[src/rtl/apm_pkg.sv]
package apm_pkg;
  typedef enum logic [1:0] {
    PM_ACTIVE = 2'd0,
    PM_NAP    = 2'd1,
    PM_SLEEP  = 2'd2,
    PM_WAKING = 2'd3
  } pmode_e;

  typedef enum logic [1:0] {
    OP_NONE  = 2'd0,
    OP_NAP   = 2'd1,
    OP_SLEEP = 2'd2,
    OP_WAKE  = 2'd3
  } op_e;

  typedef enum logic [1:0] {
    SQ_IDLE,
    SQ_BURST,
    SQ_WCLK,
    SQ_SETTLE
  } seq_e;
endpackage

[src/rtl/apm_pulse_train.sv]
module apm_pulse_train #(
  parameter int   HI       = 2,
  parameter int   LO       = 2,
  parameter int   CNT_W    = 3,
  parameter logic IDLE_LVL = 1'b0
) (
  input  logic             clk,
  input  logic             rst_n,
  input  logic             start_i,
  input  logic [CNT_W-1:0] count_i,
  output logic             line_o,
  output logic             run_o,
  output logic             done_o
);
  localparam int WMAX  = (HI > LO) ? HI : LO;
  localparam int WID_W = $clog2(WMAX + 1);
  localparam logic [WID_W-1:0] HI_M1 = WID_W'(HI - 1);
  localparam logic [WID_W-1:0] LO_M1 = WID_W'(LO - 1);

  logic             run_q, run_d;
  logic             act_q, act_d;
  logic [WID_W-1:0] wcnt_q, wcnt_d;
  logic [CNT_W-1:0] left_q, left_d;
  logic             en;

  always_comb begin
    run_d  = run_q;
    act_d  = act_q;
    wcnt_d = wcnt_q;
    left_d = left_q;
    if (!run_q) begin
      if (start_i) begin
        run_d  = 1'b1;
        act_d  = 1'b1;
        wcnt_d = HI_M1;
        left_d = count_i - CNT_W'(1);
      end
    end else if (wcnt_q != '0) begin
      wcnt_d = wcnt_q - WID_W'(1);
    end else if (act_q) begin
      act_d  = 1'b0;
      wcnt_d = LO_M1;
    end else if (left_q == '0) begin
      run_d = 1'b0;
    end else begin
      act_d  = 1'b1;
      wcnt_d = HI_M1;
      left_d = left_q - CNT_W'(1);
    end
  end

  assign en = run_q | start_i;

  always_ff @(posedge clk or negedge rst_n) begin
    if (!rst_n) begin
      run_q  <= 1'b0;
      act_q  <= 1'b0;
      wcnt_q <= '0;
      left_q <= '0;
    end else if (en) begin
      run_q  <= run_d;
      act_q  <= act_d;
      wcnt_q <= wcnt_d;
      left_q <= left_d;
    end
  end

  assign line_o = act_q ? ~IDLE_LVL : IDLE_LVL;
  assign run_o  = run_q;
  assign done_o = run_q & ~act_q & (wcnt_q == '0) & (left_q == '0);

  // a train is never asked for zero pulses
  a_r1_nonzero_count: assert property (@(posedge clk) disable iff (!rst_n)
    start_i |-> count_i != '0);
  // the line rests at its idle level whenever no train runs
  a_r1_idle_when_stopped: assert property (@(posedge clk) disable iff (!rst_n)
    !run_q |-> line_o == IDLE_LVL);
  // a train that finishes leaves the line idle on the next cycle
  a_r1_done_then_idle: assert property (@(posedge clk) disable iff (!rst_n)
    done_o |=> (line_o == IDLE_LVL));
endmodule

[src/rtl/apm_settle.sv]
module apm_settle #(
  parameter int CYC = 100
) (
  input  logic clk,
  input  logic rst_n,
  input  logic start_i,
  output logic done_o
);
  localparam int SET_W = $clog2(CYC + 1);
  localparam logic [SET_W-1:0] LOAD = SET_W'(CYC - 1);

  logic             run_q, run_d;
  logic [SET_W-1:0] cnt_q, cnt_d;
  logic             en;

  always_comb begin
    run_d = run_q;
    cnt_d = cnt_q;
    if (!run_q) begin
      if (start_i) begin
        run_d = 1'b1;
        cnt_d = LOAD;
      end
    end else if (cnt_q == '0) begin
      run_d = 1'b0;
    end else begin
      cnt_d = cnt_q - SET_W'(1);
    end
  end

  assign en = run_q | start_i;

  always_ff @(posedge clk or negedge rst_n) begin
    if (!rst_n) begin
      run_q <= 1'b0;
      cnt_q <= '0;
    end else if (en) begin
      run_q <= run_d;
      cnt_q <= cnt_d;
    end
  end

  assign done_o = run_q & (cnt_q == '0);

  // a wait is never restarted while one is running
  a_r4_no_restart: assert property (@(posedge clk) disable iff (!rst_n)
    run_q |-> !start_i);
endmodule

[src/rtl/apm_seq_ctrl.sv]
module apm_seq_ctrl
  import apm_pkg::*;
#(
  parameter int NAP_N   = 2,
  parameter int SLEEP_N = 4,
  parameter int CNT_W   = 3
) (
  input  logic             clk,
  input  logic             rst_n,
  input  logic             cmd_valid_i,
  input  logic [1:0]       cmd_op_i,
  input  logic             frame_i,
  input  logic             burst_done_i,
  input  logic             wclk_done_i,
  input  logic             settle_done_i,
  output logic             conv_start_o,
  output logic [CNT_W-1:0] conv_count_o,
  output logic             sck_start_o,
  output logic             settle_start_o,
  output pmode_e           mode_o,
  output logic             busy_o,
  output logic             own_o,
  output logic             ready_o
);
  localparam logic [CNT_W-1:0] NAP_C   = CNT_W'(NAP_N);
  localparam logic [CNT_W-1:0] SLEEP_C = CNT_W'(SLEEP_N);

  seq_e   st_q, st_d;
  pmode_e mode_q, mode_d;
  pmode_e tgt_q, tgt_d;
  op_e    op;
  logic   accept;

  assign op     = op_e'(cmd_op_i);
  assign accept = (st_q == SQ_IDLE) & cmd_valid_i & ~frame_i;

  always_comb begin
    st_d           = st_q;
    mode_d         = mode_q;
    tgt_d          = tgt_q;
    conv_start_o   = 1'b0;
    conv_count_o   = NAP_C;
    sck_start_o    = 1'b0;
    settle_start_o = 1'b0;
    unique case (st_q)
      SQ_IDLE: begin
        if (accept) begin
          unique case (op)
            OP_NAP: begin
              if (mode_q == PM_ACTIVE) begin
                conv_start_o = 1'b1;
                conv_count_o = NAP_C;
                tgt_d        = PM_NAP;
                st_d         = SQ_BURST;
              end
            end
            OP_SLEEP: begin
              if (mode_q == PM_ACTIVE || mode_q == PM_NAP) begin
                conv_start_o = 1'b1;
                conv_count_o = SLEEP_C;
                tgt_d        = PM_SLEEP;
                st_d         = SQ_BURST;
              end
            end
            OP_WAKE: begin
              if (mode_q == PM_SLEEP) begin
                sck_start_o = 1'b1;
                mode_d      = PM_WAKING;
                st_d        = SQ_WCLK;
              end else if (mode_q == PM_NAP) begin
                mode_d = PM_ACTIVE;
              end
            end
            default: ;
          endcase
        end else if (mode_q == PM_NAP && frame_i) begin
          mode_d = PM_ACTIVE;
        end
      end
      SQ_BURST: begin
        if (burst_done_i) begin
          mode_d = tgt_q;
          st_d   = SQ_IDLE;
        end
      end
      SQ_WCLK: begin
        if (wclk_done_i) begin
          settle_start_o = 1'b1;
          st_d           = SQ_SETTLE;
        end
      end
      SQ_SETTLE: begin
        if (settle_done_i) begin
          mode_d = PM_ACTIVE;
          st_d   = SQ_IDLE;
        end
      end
      default: st_d = SQ_IDLE;
    endcase
  end

  always_ff @(posedge clk or negedge rst_n) begin
    if (!rst_n) begin
      st_q   <= SQ_IDLE;
      mode_q <= PM_ACTIVE;
      tgt_q  <= PM_ACTIVE;
    end else begin
      st_q   <= st_d;
      mode_q <= mode_d;
      tgt_q  <= tgt_d;
    end
  end

  assign mode_o  = mode_q;
  assign busy_o  = (st_q != SQ_IDLE);
  assign own_o   = busy_o | (mode_q == PM_SLEEP);
  assign ready_o = ~busy_o & ~frame_i;

  // the waking mode only exists while a sequence runs
  a_r3_waking_busy: assert property (@(posedge clk) disable iff (!rst_n)
    (mode_q == PM_WAKING) |-> busy_o);
  // the end of the settling wait leaves the converter active and idle
  a_r4_settle_to_active: assert property (@(posedge clk) disable iff (!rst_n)
    (st_q == SQ_SETTLE && settle_done_i) |=> (mode_q == PM_ACTIVE && !busy_o));
  // a sequence only starts from idle with no frame in progress
  a_r6_start_clean: assert property (@(posedge clk) disable iff (!rst_n)
    $rose(busy_o) |-> ($past(!frame_i) && $past(cmd_valid_i)));
  // leaving nap never starts a sequence
  a_r5_nap_exit_quiet: assert property (@(posedge clk) disable iff (!rst_n)
    (mode_q == PM_NAP && !busy_o && frame_i) |=> !busy_o);
endmodule

[src/rtl/adc_pwr_seq.sv]
module adc_pwr_seq
  import apm_pkg::*;
#(
  parameter int   CLK_HZ       = 100_000_000,
  parameter int   SETTLE_US    = 2000,
  parameter int   PULSE_HI     = 2,
  parameter int   PULSE_LO     = 2,
  parameter int   NAP_PULSES   = 2,
  parameter int   SLEEP_PULSES = 4,
  parameter int   WAKE_CLKS    = 1,
  parameter logic SCK_IDLE     = 1'b0
) (
  input  logic       clk,
  input  logic       rst_n,
  input  logic       cmd_valid_i,
  input  logic [1:0] cmd_op_i,
  output logic       cmd_ready_o,
  input  logic       fc_frame_i,
  input  logic       fc_conv_i,
  input  logic       fc_sck_i,
  output logic       frame_hold_o,
  output logic       adc_conv_o,
  output logic       adc_sck_o,
  output logic       busy_o,
  output logic [1:0] mode_o
);
  localparam int SETTLE_RAW = (CLK_HZ / 1000) * SETTLE_US / 1000;
  localparam int SETTLE_CYC = (SETTLE_RAW < 1) ? 1 : SETTLE_RAW;
  localparam int MAXN_A     = (NAP_PULSES > SLEEP_PULSES) ? NAP_PULSES : SLEEP_PULSES;
  localparam int MAXN       = (MAXN_A > WAKE_CLKS) ? MAXN_A : WAKE_CLKS;
  localparam int CNT_W      = $clog2(MAXN + 1);
  localparam logic [CNT_W-1:0] WAKE_C = CNT_W'(WAKE_CLKS);

  logic             rst_meta_q, rst_sync_q;
  logic             conv_start, sck_start, settle_start;
  logic [CNT_W-1:0] conv_count;
  logic             conv_line, conv_run, conv_done;
  logic             sck_line, sck_run, sck_done;
  logic             settle_done;
  logic             own;
  pmode_e           mode;

  always_ff @(posedge clk or negedge rst_n) begin
    if (!rst_n) begin
      rst_meta_q <= 1'b0;
      rst_sync_q <= 1'b0;
    end else begin
      rst_meta_q <= 1'b1;
      rst_sync_q <= rst_meta_q;
    end
  end

  apm_seq_ctrl #(
    .NAP_N   (NAP_PULSES),
    .SLEEP_N (SLEEP_PULSES),
    .CNT_W   (CNT_W)
  ) u_ctrl (
    .clk            (clk),
    .rst_n          (rst_sync_q),
    .cmd_valid_i    (cmd_valid_i),
    .cmd_op_i       (cmd_op_i),
    .frame_i        (fc_frame_i),
    .burst_done_i   (conv_done),
    .wclk_done_i    (sck_done),
    .settle_done_i  (settle_done),
    .conv_start_o   (conv_start),
    .conv_count_o   (conv_count),
    .sck_start_o    (sck_start),
    .settle_start_o (settle_start),
    .mode_o         (mode),
    .busy_o         (busy_o),
    .own_o          (own),
    .ready_o        (cmd_ready_o)
  );

  apm_pulse_train #(
    .HI (PULSE_HI), .LO (PULSE_LO), .CNT_W (CNT_W), .IDLE_LVL (1'b0)
  ) u_conv_train (
    .clk     (clk),
    .rst_n   (rst_sync_q),
    .start_i (conv_start),
    .count_i (conv_count),
    .line_o  (conv_line),
    .run_o   (conv_run),
    .done_o  (conv_done)
  );

  apm_pulse_train #(
    .HI (PULSE_HI), .LO (PULSE_LO), .CNT_W (CNT_W), .IDLE_LVL (SCK_IDLE)
  ) u_sck_train (
    .clk     (clk),
    .rst_n   (rst_sync_q),
    .start_i (sck_start),
    .count_i (WAKE_C),
    .line_o  (sck_line),
    .run_o   (sck_run),
    .done_o  (sck_done)
  );

  apm_settle #(
    .CYC (SETTLE_CYC)
  ) u_settle (
    .clk     (clk),
    .rst_n   (rst_sync_q),
    .start_i (settle_start),
    .done_o  (settle_done)
  );

  assign adc_conv_o   = own ? conv_line : fc_conv_i;
  assign adc_sck_o    = own ? sck_line  : fc_sck_i;
  assign frame_hold_o = own;
  assign mode_o       = mode;

  // SCK is frozen while a CONV train runs
  a_r1_sck_static: assert property (@(posedge clk) disable iff (!rst_sync_q)
    conv_run |-> (adc_sck_o == SCK_IDLE));
  // CONV stays low while wake clocks run
  a_r3_conv_low_wake: assert property (@(posedge clk) disable iff (!rst_sync_q)
    sck_run |-> !adc_conv_o);
  // a sleeping converter sees quiet lines and the controller is held off
  a_r9_sleep_quiet: assert property (@(posedge clk) disable iff (!rst_sync_q)
    (mode_o == 2'd2) |-> (!adc_conv_o && adc_sck_o == SCK_IDLE && frame_hold_o));
  // the controller reaches the converter when released
  a_r8_pass_through: assert property (@(posedge clk) disable iff (!rst_sync_q)
    !frame_hold_o |-> (adc_conv_o == fc_conv_i && adc_sck_o == fc_sck_i));
  // the two trains never run together
  a_r1_one_train: assert property (@(posedge clk) disable iff (!rst_sync_q)
    $countones({conv_run, sck_run}) <= 1);
endmodule

[config.mk]
export PLATFORM = sky130hd
export DESIGN_NAME = adc_pwr_seq
export DESIGN_NICKNAME = d
export VERILOG_FILES = /design/src/rtl/apm_pkg.sv /design/src/rtl/apm_pulse_train.sv /design/src/rtl/apm_settle.sv /design/src/rtl/apm_seq_ctrl.sv /design/src/rtl/adc_pwr_seq.sv
export SDC_FILE = /design/constraint.sdc
export NUM_CORES = 1
export LEC_CHECK = 0
export BUFFER_PORTS_ARGS = -buffer_cell sky130_fd_sc_hd__buf_2
export CAP_MARGIN = 20
export CORE_ASPECT_RATIO = 0.5
export CORE_UTILIZATION = 50
export CTS_BUF_LIST = sky130_fd_sc_hd__clkbuf_4 sky130_fd_sc_hd__clkbuf_8
export CTS_CLUSTER_DIAMETER = 120
export DETAILED_ROUTE_END_ITERATION = 10
export GPL_ROUTABILITY_DRIVEN = 1
export PLACE_DENSITY = 0.79
export SLEW_MARGIN = 5
export SYNTH_ARGS = -nofsm -noshare
export SYNTH_HDL_FRONTEND = slang
export SYNTH_SLANG_ARGS = --single-unit
[constraint.sdc]
create_clock -name clk -period 4.1 [get_ports clk]
set_clock_uncertainty 0.1 [all_clocks]
set_input_delay 0.41 -clock clk [delete_from_list [all_inputs] [get_ports clk]]
set_output_delay 0.41 -clock clk [all_outputs]
set_load 0.005 [all_outputs]
; Word-level counts from Yosys, hierarchy flattened
; Cells that the tools add are included.
[op_classes]
add_sub_neg = 6
eq_ne = 30
n_mux = 81
bitwise = 18
n_reduce_logical = 27
[ops]
columns = operator, count
row1 = two-way mux 18 bit, 3
row2 = two-way mux 2 bit, 24
row3 = two-way mux 3 bit, 14
row4 = two-way mux 1 bit, 35
row5 = inequality test 2 bit (second input constant), 10
row6 = logical NOT 18 bit, 1
row7 = subtractor 18 x 1 -> 18 bit (second input constant), 1
row8 = inequality test 4 bit (second input constant), 4
row9 = AND reduction 3 bit, 5
row10 = AND reduction 5 bit, 3
row11 = nonzero test 2 bit, 7
row12 = inequality test 3 bit (second input constant), 4
row13 = one-hot mux 2 bit (3 select lines), 2
row14 = AND 1 bit, 10
row15 = equality test 2 bit (second input constant), 5
row16 = subtractor 3 x 1 -> 3 bit (second input constant), 3
row17 = logical NOT 2 bit, 4
row18 = one-hot mux 2 bit (4 select lines), 1
row19 = AND reduction 8 bit, 1
row20 = equality test 2 x 1 -> 1 bit (second input constant), 3
row21 = logical NOT 3 bit, 2
row22 = inequality test 2 x 1 -> 1 bit (second input constant), 3
row23 = AND reduction 6 bit, 1
row24 = NOT 1 bit, 4
row25 = 8 further kinds, 12
[word_totals]
register_bits = 41
input_bits = 8
word_cells = 177

; Depth between registers and ports, before layout
[depth]
depth_word = 9
mapped_depth = 9
ltp_nobuf = 9

; Hierarchy
; Synthesis repeated with hierarchy kept, for this count alone.
[hier_totals]
hier_cells = 269
area_unflattened_um2 = 2622.5
[by_module_without_submodules]
columns = mod, instances, cells_each, area_per_inst_um2
row1 = apm_settle, 1, 118, 1148.6
row2 = apm_pulse_train, 2, 42, 422.9
row3 = apm_seq_ctrl, 1, 61, 548.0
row4 = adc_pwr_seq, 1, 6, 80.1

; Worst setup path before layout
; Ideal clock, no wire load.
[synth_timing]
path_type = reg2reg
startpoint = reg u_settle.cnt_q[10]
endpoint = reg u_ctrl.st_q[1]
setup_time_ns = 0.124
t_arrival_ns = 1.964
required_ns = 3.876
slack_ns = 1.912
stages_incl_launch_ff = 7
n_path_buf = 2
synth_period_minus_slack_ns = 2.188
cell_sequence = dfrtp_1 -> or4_1 -> buf_2 -> or4_4 -> buf_6 -> o31ai_1 -> nand2_1
[synth_between]
elab_chain_cells = 4
[synth_rtl]
columns = item, line_no
row1 = "start, declared", apm_settle.sv:13  ; logic [SET_W-1:0] cnt_q, cnt_d;
row2 = "start signal, assigned", apm_settle.sv:39  ; cnt_q <= cnt_d;
row3 = logical NOT 18 bit, apm_settle.sv:43  ; assign done_o = run_q & (cnt_q == '0);
row4 = AND 1 bit, apm_settle.sv:43
row5 = inequality test 2 bit (no line), n/a
row6 = AND reduction 8 bit (no line), n/a
row7 = "end signal, assigned", apm_seq_ctrl.sv:108  ; st_q <= st_d;
row8 = "end, declared", apm_seq_ctrl.sv:28  ; seq_e st_q, st_d;
; No other way between the ends.
; A chain may end at the register's enable or synchronous reset.

; Worst setup path in the final report
[layout_timing]
startpoint = reg u_settle.cnt_q[10]
endpoint = reg u_settle.cnt_q[10]
[layout_between]
elab_chain_cells = 3
word_cells_on_any_way = 6
classes_between = 1 x add/sub / 1 x eq/ne / 2 x mux / 2 x reduce/logical
[layout_rtl]
columns = item, line_no
row1 = subtractor 18 x 1 -> 18 bit / logical NOT 18 bit (equally long branches), "apm_settle.sv:27, apm_settle.sv:24"
row2 = two-way mux 18 bit / inequality test 2 bit (equally long branches), n/a
row3 = two-way mux 18 bit / AND reduction 3 bit (equally long branches), n/a
; Several ways; a longest one is shown, not always the timed one. The select of a mux whose other input is x is not followed.

==> results.md <==
* Final core occ at 58.2%
* GRT Overall Usage at 22.4%
* Critical Path RT at 4.21 ns
* Via/cell ratio at 6.18
* Register bit total from synthesis at 41
* Capturing point of the worst reg2reg path: u_settle.cnt_q[10]$_DFFE_PN0P_
* Initial antenna violation count at 0
* DRT Pass-1 Iters at 4
* Vias in the first global route at 1883
* Mapped Cells at 251
* Reg-to-Reg Start: u_settle.cnt_q[10]$_DFFE_PN0P_
* CTS root buf: clkbuf_8
* CP arrival at 2.53 ns
* Worst min-delay path class: register to async pin
* First-pass GRT wire length at 8.74 mm
* Io pins at 15
* CP delay by family, top: simple AND/OR/NAND/NOR gates
* Final ANT Viol Nets at 0
* Max Freq at 412 MHz
* Core ar. at 4470 um2
* Largest net degree at the start of global routing at 40
* Mean Syn Cell Area at 9.39 um2
* Yosys warning count at 0
* Ys async rst share at 100%
* Critical path depth at 4
* CP startpoint: u_settle.cnt_q[10]$_DFFE_PN0P_
* Post-synth net total at 269
* DRC viols at 0
* Fin. Hold Viols at 0
* Synth top cells by count: dfrtp_1, nor2_1, nand2_1
* DIE HEIGHT at 50.6 um
* Critical Path End: u_settle.cnt_q[10]$_DFFE_PN0P_
* DR WL/cell at 15.6 um
* Final instance count without filler cells at 321
* Most area-hungry cell type in the Yosys netlist: dfrtp_1
* Cell area after synthesis at 2360 um2
* Grt total ovfl at 0
* Setup Buffers After CTS at 0
* Die X at 99.1 um
* Iteration-0 DRC Markers at 131
* Synth cell types at 53
* Pwr Density at 314 nW/um2
* Crit start category: register
* Top-count cell post-synth: dfrtp_1
* Post-synth EDFFs at 0
* Nets at 281
* Starting Density at 52.8%
* Setup violations, final at 0
* Reg2reg setup slack at 1.67 ns
* Peak VDD IR at 0.198 mV
* Worst-Margin Slew at 0.889 ns
* Cts repair resizes at 0
* PnR Total Power at 816 uW
* # rows at 17
* R2R depth at 4
* Htree depth at 2
* Max-capacitance violation count at 0
* Largest cells by area after synthesis: dfrtp_1, ha_1, mux2i_1, nor2_1, nor3_1
* Worst skew pair latency at 0.30 ns
* Clock slew at reported path FFs at 0.08 ns
* Bufs on Longest Clock Path at 2
* Leakage at 0.00108 uW
* Critical path cell sequence: or4_1 > nor4_1 > nor4_1 > mux2i_1
* Total negative slack at 0 ns
* Ys flop type: dfrtp_1
* Most used cell, CP: nor4_1
* Outcome: completed
* Share of cells above drive strength 1 at 13.6%
* Crit path time final at 2.43 ns
* I/O Buffers at 14
* Crit-path slowest cell: nor4_1
* Buffers & Inverters on Critical Path at 0
* Type of the worst setup path: register to register
* Worst slew margin at 40.2%
* Final period utilization at 59.2%
* CTS tree: done
* Inst Count DP at 312
* Synth top area share at 43.5%
* Drt total wl at 5.00 mm
* Die area at 5010 um2
* CTS buffer count at 5
* Hpwl dp at 3.54 mm
* Area Overhead vs Synth at 10.3%
* Critical Path Max Stage Delay at 0.79 ns
* CTS sink count at 41
* Final slew viol count at 0
* Worst setup EP type: register
* Unrepaired setup endpoints after global routing: false
* CP Max Fanout at 10
* GPL Wtd Cong at 0.814
* # diodes at 0
* DR vias at 1983
* Register area share after synthesis at 43.5%
## routing by layer
metal / vias to the layer above / wire [um] / GRT usage [%]
li1: 957 / - / -
met1: 963 / 2350 / 29.0
met2: 56 / 2420 / 39.0
met3: 7 / 189 / 4.32
met4: 0 / 37 / 5.88
met5: - / 0 / 0
## per-stage QoR
stage | instance area, um2 | hold WS (ns) | worst slack, ns
final | 2600 | 0.211 | 1.67
after CTS | 2600 | 0.228 | 1.60
after floorplan | 2360 | 0.0144 | 1.91
after detailed placement | 2460 | 0.0984 | 1.68
after global routing | 2600 | 0.272 | 1.44
after global placement | 2460 | 0.0960 | 1.75
## power breakdown
part / switching [uW] / internal (uW)
registers: 0.650 / 405
clock network: 148 / 242
logic: 13.6 / 6.29
## worst min path at each step
stage                         start                           endpoint  slack (ns)
6_report       rst_sync_q$_DFF_PN0_  u_sck_train.left_q[0]$_DFFE_PN0P_        0.21
3_3_place_gp                  rst_n               rst_meta_q$_DFF_PN0_         0.1
5_1_grt        rst_sync_q$_DFF_PN0_  u_sck_train.left_q[0]$_DFFE_PN0P_        0.27
3_5_place_dp                  rst_n               rst_sync_q$_DFF_PN0_         0.1
2_1_floorplan                 rst_n               rst_meta_q$_DFF_PN0_        0.01
4_1_cts        rst_sync_q$_DFF_PN0_     u_settle.cnt_q[15]$_DFFE_PN0P_        0.23
## cells in the final DEF, fill, tap and decap left out, types with 4 or more instances in the layout
| master | n |
|---|---|
| inv_1 | 14 |
| o31ai_1 | 6 |
| nand2_1 | 16 |
| ha_1 | 10 |
| clkbuf_8 | 5 |
| or3_1 | 7 |
| buf_2 | 14 |
| mux2i_1 | 8 |
| a21oi_1 | 8 |
| a31oi_1 | 6 |
| o21ai_0 | 13 |
| or4_1 | 7 |
| and4_1 | 4 |
| nand3_1 | 9 |
| nor4_1 | 5 |
| nor2_1 | 19 |
| mux2_2 | 5 |
| dfrtp_1 | 41 |
| nor3_1 | 13 |
## state kept, by name, summed over array words and instances (netlist names)
name	count
rst_meta_q	1
u_conv_train.run_o	1
u_sck_train.act_q	1
u_sck_train.left_q	3
u_ctrl.mode_o	2
u_conv_train.left_q	3
u_ctrl.tgt_q	2
u_ctrl.st_q	2
u_conv_train.wcnt_q	2
u_settle.cnt_q	18
u_sck_train.wcnt_q	2
u_conv_train.act_q	1
u_settle.run_q	1
rst_sync_q	1
u_sck_train.run_o	1
## worst register-to-register path, cell delays in order (launching register included)
cell     delay [ns]
dfrtp_1        0.42
or4_1          0.67
nor4_1         0.79
nor4_1         0.14
mux2i_1        0.23
## what timing repair did
action | CTS | global route
hold buffers | 1 | 0
endpoints found under the setup margin | 0 | 0
endpoints found under the hold margin | 2 | 0
## layout make-up
cell class                 instances  area (um2)
clock buffer                       5        68.8
clock inverter                     3        65.1
fill                             377        1870
inverter                          14        52.6
multi-input combinational        185        1230
sequential                        41        1030
tap                               57        71.3
timing repair buffer              16        87.6
## kinds of logic after synthesis
logic type	after synthesis	synth area share [%]
and+or+nand+nor	100	23.5
AOI/OAI and AO/OA	59	16.7
DFF	41	43.5
buffers and inverters	25	4.35
muxes	13	5.79
adders and majority gates	10	5.31
xor gates and xnor gates	2	0.743
other	1	0.159
Power figures use the tool's default switching activity.
